<file path="src/rtl/wdk_pkg.sv">
package wdk_pkg;

  typedef enum logic {
    WD_IDLE = 1'b0,
    WD_RUN  = 1'b1
  } wd_state_e;

  localparam int unsigned WDK_KEY_W   = 8;
  localparam int unsigned WDK_CNT_W   = 16;
  localparam logic [7:0]  WDK_TAPS    = 8'h63;

endpackage

</file>
<file path="src/rtl/wdk_lfsr.sv">
module wdk_lfsr #(
  parameter int unsigned       KEY_W = 8,
  parameter logic [KEY_W-1:0]  TAPS  = 8'h63
) (
  input  logic             clk,
  input  logic             rst_n,
  input  logic             load_en,
  input  logic [KEY_W-1:0] load_val,
  input  logic             step_en,
  input  logic             restore_en,
  output logic [KEY_W-1:0] key_o
);

  logic [KEY_W-1:0] seed_q, seed_d;
  logic [KEY_W-1:0] key_q, key_d;
  logic [KEY_W-1:0] key_stepped;

  always_comb begin
    key_stepped = {key_q[KEY_W-2:0], 1'b0};
    if (key_q[KEY_W-1]) key_stepped = key_stepped ^ TAPS;
  end

  always_comb begin
    seed_d = seed_q;
    key_d  = key_q;
    if (restore_en) begin
      key_d = seed_q;
    end else if (load_en) begin
      seed_d = load_val;
      key_d  = load_val;
    end else if (step_en) begin
      key_d = key_stepped;
    end
  end

  always_ff @(posedge clk or negedge rst_n) begin
    if (!rst_n) begin
      seed_q <= '0;
      key_q  <= '0;
    end else begin
      seed_q <= seed_d;
      key_q  <= key_d;
    end
  end

  assign key_o = key_q;

  AST_KEY_BACK_TO_SEED: assert property (@(posedge clk) disable iff (!rst_n)
    restore_en |=> (key_q == seed_q));

  AST_STEP_STAYS_NONZERO: assert property (@(posedge clk) disable iff (!rst_n)
    (step_en && !restore_en && !load_en && key_q != '0) |=> (key_q != '0));

endmodule

</file>
<file path="src/rtl/wdk_count.sv">
module wdk_count #(
  parameter int unsigned CNT_W = 16
) (
  input  logic             clk,
  input  logic             rst_n,
  input  logic             reload_en,
  input  logic [CNT_W-1:0] reload_val,
  input  logic             dec_en,
  output logic             expired_o
);

  logic [CNT_W-1:0] cnt_q, cnt_d;

  always_comb begin
    cnt_d = cnt_q;
    if (reload_en) begin
      cnt_d = reload_val;
    end else if (dec_en && cnt_q != '0) begin
      cnt_d = cnt_q - 1'b1;
    end
  end

  always_ff @(posedge clk or negedge rst_n) begin
    if (!rst_n) cnt_q <= '0;
    else        cnt_q <= cnt_d;
  end

  assign expired_o = (cnt_q == '0);

  AST_RELOAD_TAKES_LOAD: assert property (@(posedge clk) disable iff (!rst_n)
    reload_en |=> (cnt_q == $past(reload_val)));

  AST_NO_WRAP: assert property (@(posedge clk) disable iff (!rst_n)
    (!reload_en && cnt_q == '0) |=> (cnt_q == '0));

endmodule

</file>
<file path="src/rtl/wdk_ctrl.sv">
module wdk_ctrl
  import wdk_pkg::*;
#(
  parameter int unsigned KEY_W = 8
) (
  input  logic             clk,
  input  logic             rst_n,
  input  logic             en_i,
  input  logic             clr_wr_i,
  input  logic [KEY_W-1:0] clr_data_i,
  input  logic [KEY_W-1:0] key_i,
  input  logic             expired_i,
  output logic             seed_load_o,
  output logic             key_step_o,
  output logic             key_restore_o,
  output logic             cnt_reload_o,
  output logic             cnt_dec_o,
  output logic             wd_rst_o
);

  wd_state_e state_q, state_d;
  logic      en_q;
  logic      pulse_q;
  logic      running, arm, key_ok, key_bad, fire;

  always_comb begin
    running = (state_q == WD_RUN);
    arm     = !running && en_i && !en_q;
    key_ok  = running && clr_wr_i && (clr_data_i == key_i) && (key_i != '0);
    key_bad = running && clr_wr_i && !key_ok;
    fire    = key_bad || (running && expired_i && !key_ok);

    seed_load_o   = !running && clr_wr_i;
    key_step_o    = key_ok;
    key_restore_o = fire;
    cnt_reload_o  = arm || key_ok;
    cnt_dec_o     = running;

    state_d = state_q;
    if (fire)     state_d = WD_IDLE;
    else if (arm) state_d = WD_RUN;
  end

  always_ff @(posedge clk or negedge rst_n) begin
    if (!rst_n) begin
      state_q <= WD_IDLE;
      en_q    <= 1'b0;
      pulse_q <= 1'b0;
    end else begin
      state_q <= state_d;
      en_q    <= en_i;
      pulse_q <= fire;
    end
  end

  assign wd_rst_o = pulse_q;

  AST_PULSE_ONE_CYCLE: assert property (@(posedge clk) disable iff (!rst_n)
    pulse_q |=> !pulse_q);

  AST_IDLE_SILENT: assert property (@(posedge clk) disable iff (!rst_n)
    (state_q == WD_IDLE) |=> !pulse_q);

  AST_BAD_KEY_FIRES: assert property (@(posedge clk) disable iff (!rst_n)
    (state_q == WD_RUN && clr_wr_i && clr_data_i != key_i) |=> pulse_q);

  AST_ZERO_KEY_FIRES: assert property (@(posedge clk) disable iff (!rst_n)
    (state_q == WD_RUN && clr_wr_i && key_i == '0) |=> pulse_q);

  AST_EXPIRY_FIRES: assert property (@(posedge clk) disable iff (!rst_n)
    (state_q == WD_RUN && expired_i && !clr_wr_i) |=> pulse_q);

  AST_GOOD_KEY_WINS: assert property (@(posedge clk) disable iff (!rst_n)
    (state_q == WD_RUN && clr_wr_i && clr_data_i == key_i && key_i != '0) |=> !pulse_q);

  AST_PULSE_LEAVES_RUN: assert property (@(posedge clk) disable iff (!rst_n)
    pulse_q |-> (state_q == WD_IDLE));

endmodule

</file>
<file path="src/rtl/key_watchdog.sv">
module key_watchdog
  import wdk_pkg::*;
#(
  parameter int unsigned            CNT_W = WDK_CNT_W,
  parameter int unsigned            KEY_W = WDK_KEY_W,
  parameter logic [KEY_W-1:0]       TAPS  = WDK_TAPS
) (
  input  logic             clk,
  input  logic             rst_n,
  input  logic             en_i,
  input  logic [CNT_W-1:0] load_i,
  input  logic             clr_wr_i,
  input  logic [KEY_W-1:0] clr_data_i,
  output logic             wd_rst_o
);

  localparam int unsigned SYNC_STAGES = 2;

  logic [SYNC_STAGES-1:0] rst_sync_q;
  logic                   rst_core_n;

  always_ff @(posedge clk or negedge rst_n) begin
    if (!rst_n) rst_sync_q <= '0;
    else        rst_sync_q <= {rst_sync_q[SYNC_STAGES-2:0], 1'b1};
  end

  assign rst_core_n = rst_sync_q[SYNC_STAGES-1];

  logic [KEY_W-1:0] key;
  logic             expired;
  logic             seed_load, key_step, key_restore, cnt_reload, cnt_dec;

  wdk_ctrl #(.KEY_W(KEY_W)) i_ctrl (
    .clk           (clk),
    .rst_n         (rst_core_n),
    .en_i          (en_i),
    .clr_wr_i      (clr_wr_i),
    .clr_data_i    (clr_data_i),
    .key_i         (key),
    .expired_i     (expired),
    .seed_load_o   (seed_load),
    .key_step_o    (key_step),
    .key_restore_o (key_restore),
    .cnt_reload_o  (cnt_reload),
    .cnt_dec_o     (cnt_dec),
    .wd_rst_o      (wd_rst_o)
  );

  wdk_lfsr #(.KEY_W(KEY_W), .TAPS(TAPS)) i_lfsr (
    .clk        (clk),
    .rst_n      (rst_core_n),
    .load_en    (seed_load),
    .load_val   (clr_data_i),
    .step_en    (key_step),
    .restore_en (key_restore),
    .key_o      (key)
  );

  wdk_count #(.CNT_W(CNT_W)) i_count (
    .clk        (clk),
    .rst_n      (rst_core_n),
    .reload_en  (cnt_reload),
    .reload_val (load_i),
    .dec_en     (cnt_dec),
    .expired_o  (expired)
  );

endmodule

</file>
<file path="config.mk">
export PLATFORM = sky130hd
export DESIGN_NAME = key_watchdog
export DESIGN_NICKNAME = d
export VERILOG_FILES = /design/src/rtl/wdk_pkg.sv /design/src/rtl/wdk_lfsr.sv /design/src/rtl/wdk_count.sv /design/src/rtl/wdk_ctrl.sv /design/src/rtl/key_watchdog.sv
export SDC_FILE = /design/constraint.sdc
export NUM_CORES = 1
export LEC_CHECK = 0
export BUFFER_PORTS_ARGS = -buffer_cell sky130_fd_sc_hd__buf_4
export CORE_ASPECT_RATIO = 1.75
export CORE_UTILIZATION = 42
export CTS_CLUSTER_DIAMETER = 200
export CTS_CLUSTER_SIZE = 24
export DETAILED_ROUTE_END_ITERATION = 6
export PLACE_DENSITY_LB_ADDON = 0.25
export SYNTH_ARGS = -nofsm -noshare
export SYNTH_HDL_FRONTEND = slang
export SYNTH_SLANG_ARGS = --single-unit
</file>
<file path="constraint.sdc">
create_clock -name clk -period 2.16 [get_ports clk]
set_input_delay 0.432 -clock clk [delete_from_list [all_inputs] [get_ports clk]]
set_output_delay 0.432 -clock clk [all_outputs]
set_load 0.05 [all_outputs]
</file>
==> impl_metrics.toml <==
[clocking]
cts-htree-levels = 2
numCtsBuffers = 5
cts_tree = "done"
clk_path_buf_depth = 2
cts_root_buffer = "clkbuf_8"
cts_sinks = 37
clk_pin_slew_ps = 80
clock_latency_ps = 300

[timing]
final-setup-viol-count = 1
worstMarginPinSlew_ps = 761
setup_slack_ps = -9.05
post-route-period-util_pct = 100
maxSlewHeadroom_pct = 49.3
fmax_mhz = 461
fin_crit_ps = 2170
whs_ps = 254
tns_ps = -9.05
rsz0062_at_grt = "yes"
hold_viol = 0
final_max_slew_viol_count = 0
skew_ps = 7.33

[cells_and_area]
nNetsFinal = 315
drive_gt1_share_pct = 32.9
n_fill_cell = 429
multi_input_area_mm2 = 0.00118
stdcell_area_mm2 = 0.00281
fin_util_pct = 59.7
n_antenna_cell = 0
regArea_um2 = 926
synthToLayoutAreaGrowth_pct = 36.0

[floorplan]
die_w_um = 55.0
row_count = 33
die_area_mm2 = 0.00522
io-pin-count = 29
core_area_mm2 = 0.00471
start_util_pct = 43.9
die_h_um = 94.8

[run_status]
outcome = "complete, but fails checks"
violations = "negative setup slack"

[drt]
dr.first_iter.drc_count = 33
wl_per_cell_um = 16.0
finalWirelength_um = 5420
drcViolationCount = 0
dr.pass1.iters = 4
route.antenna.remaining_nets = 0
vias = 1899
vias_per_cell = 5.62

[global_route]
grt_max_degree = 36
antenna_found_initial = 0
grt_pass1_vias = 1856
grt_pass1_wl_um = 8450
grt_usage_pct = 23.0
grt_overflow_total = 0

[critical_path]
r2r_start = "i_count.cnt_q[5]$_DFFE_PN0P_"
cp_slowest_stage_delay_ps = 550
cp_data_arrival_time_ps = 2370
timing.critical_path.mode_cell = "or4_4"
path_cells = "or4_4 > or3_4 > or4_4 > o311ai_2"
cp-start-kind = "flip-flop"
critPathBufInv = 0
cp_top_family = "simple AND/OR/NAND/NOR gates"
path_class = "reg -> reg"
crit_start = "i_count.cnt_q[5]$_DFFE_PN0P_"
slowest_stage = "or4_4"
cp.required_ps = 2360
cp_max_fo = 2
worstSetupEndpointType = "flip-flop"

[synthesis]
synth.cell_area_mm2 = 0.00207
synthCells = 224
async_reset_ff_share_pct = 100
syn_area_per_cell_um2 = 9.23
ys_warn_count = 0
synthDistinctLibCells = 41
ys_seq_area_share_pct = 44.8
synthesis.nets = 254
synth_flop_cell = "dfrtp_1"
synth-edff-count = 0
ys_ff_latch = 37

[placement]
gp_congestion = 0.893
dpl.hpwl_um = 3910
port_buffers = 28
placed_area_mm2 = 0.00255

[pwr]
leakagePower_nw = 1.22
p_comb_share_pct = 38.5
power_mw = 2.85
p_seq_share_pct = 38.9
p_int_mw = 1.86
peakVddDrop_uv = 667
swShare_pct = 34.6
p_clk_share_pct = 22.5
p_sw_uw = 987
p_per_area_mw_per_mm2 = 1010

[hold_path]
hp-class = "in -> reg"
min-delay-start = "en_i"

[job]
cap_violations = 0
-- worst register-to-register path, delay by kind of cell, from the launching register on --
kind	cells	cell delay (ps)
DFF	1	400
AOI/OAI and AO/OA	1	230
and+or+nand+nor	3	1450
-- cell families (layout without fill, tap and decap cells) --
| group | after synthesis | count (layout) | synth area share [%] |
|---|---|---|---|
| flip-flops | 37 | 37 | 44.8 |
| adder cells (fa/ha/maj) | 2 | 2 | 1.21 |
| AO/OA/AOI/OAI | 44 | 44 | 13.4 |
| other | 1 | 1 | 0.181 |
| multiplexers | 2 | 2 | 1.03 |
| AND/OR/NAND/NOR | 97 | 97 | 26.2 |
| buffers and inverters | 18 | 80 | 3.51 |
| XOR/XNOR | 23 | 23 | 9.75 |
-- synthesized netlist by cell type (6+ instances only) --
cell | instances | share of area, %
or4_1 | 7 | 2.5
nand4_1 | 6 | 1.8
xnor2_1 | 20 | 8.5
clkbuf_1 | 8 | 1.5
dfrtp_1 | 37 | 45
nor2_1 | 21 | 3.8
nor3_1 | 11 | 2.7
or3_1 | 6 | 1.8
nand2_1 | 15 | 2.7
a21oi_1 | 22 | 5.3
nor4_1 | 7 | 2.1
inv_1 | 6 | 1.1
-- cells in the final DEF (no fill, tap or decap), types with 5 or more instances in the layout --
master    instances
nand4_1           6
nor3_1            9
and2_1            5
a21oi_1          20
buf_4            64
or4_1             5
xnor2_1          20
or3_1             5
clkbuf_8          6
o21ai_1           5
a21o_1            5
nor2_1           21
nor3b_1           5
dfrtp_1          37
nand2_1          15
-- path summary, 6_finish.rpt --
| path | slack (ps) | end | cells past startpoint |
|---|---|---|---|
| max | -9 | i_count.cnt_q[12]$_DFFE_PN0P_ | 4 |
| max reg2reg | -9 | i_count.cnt_q[12]$_DFFE_PN0P_ | 4 |
| min reg2reg | 280 | i_count.cnt_q[8]$_DFFE_PN0P_ | 1 |
| min | 250 | i_ctrl.en_q$_DFF_PN0_ | 1 |
| min in group asynchronous | 280 | i_count.cnt_q[8]$_DFFE_PN0P_ | 1 |
| max in group asynchronous | 1540 | i_lfsr.seed_q[7]$_DFFE_PN0P_ | 1 |
-- metal layers --
metal	wire length, µm	GRT usage [%]
met5	0	0
met4	136	9.58
met3	168	3.54
met2	2990	42.9
met1	2130	23.8
-- state kept, by name, indices dropped and copies added (netlist names) --
name,cells
rst_sync_q,2
i_lfsr.key_o,8
i_ctrl.en_q,1
i_ctrl.cnt_dec_o,1
i_count.cnt_q,16
i_ctrl.wd_rst_o,1
i_lfsr.seed_q,8
-- through the flow --
stage | instances | setup WS [ps]
6_report | 338 | -9.05
5_1_grt | 338 | -69.4
4_1_cts | 334 | -1.55
3_5_place_dp | 325 | -326
3_3_place_gp | 325 | -275
2_1_floorplan | 224 | -36.9
-- power groups by stage --
stage	Sequential, mW	Clock [mW]	Combinational (mW)
after floorplan	1.09	0	0.595
after global placement	1.11	0	0.973
after detailed placement	1.11	0	0.999
after CTS	1.11	0.652	1.02
after global routing	1.14	0.680	1.21
final	1.11	0.643	1.10
-- area by class of cell --
class                      count  area share [%]
clock inverter                 2            1.34
sequential                    37            32.9
inverter                       6           0.801
tap                           52            2.31
clock buffer                   6            2.94
timing repair buffer          66            17.8
multi-input combinational    169            41.8
-- repair_timing --
item                       CTS  global route
setup endpoints to repair   14            15
cloned                       0             0
hold endpoints to repair     2             0
setup buffers                0             4
pin swaps                    1             7
gates resized for setup      7            13
hold buffers                 1             0
No activity file was read; power rests on OpenSTA's default activity.
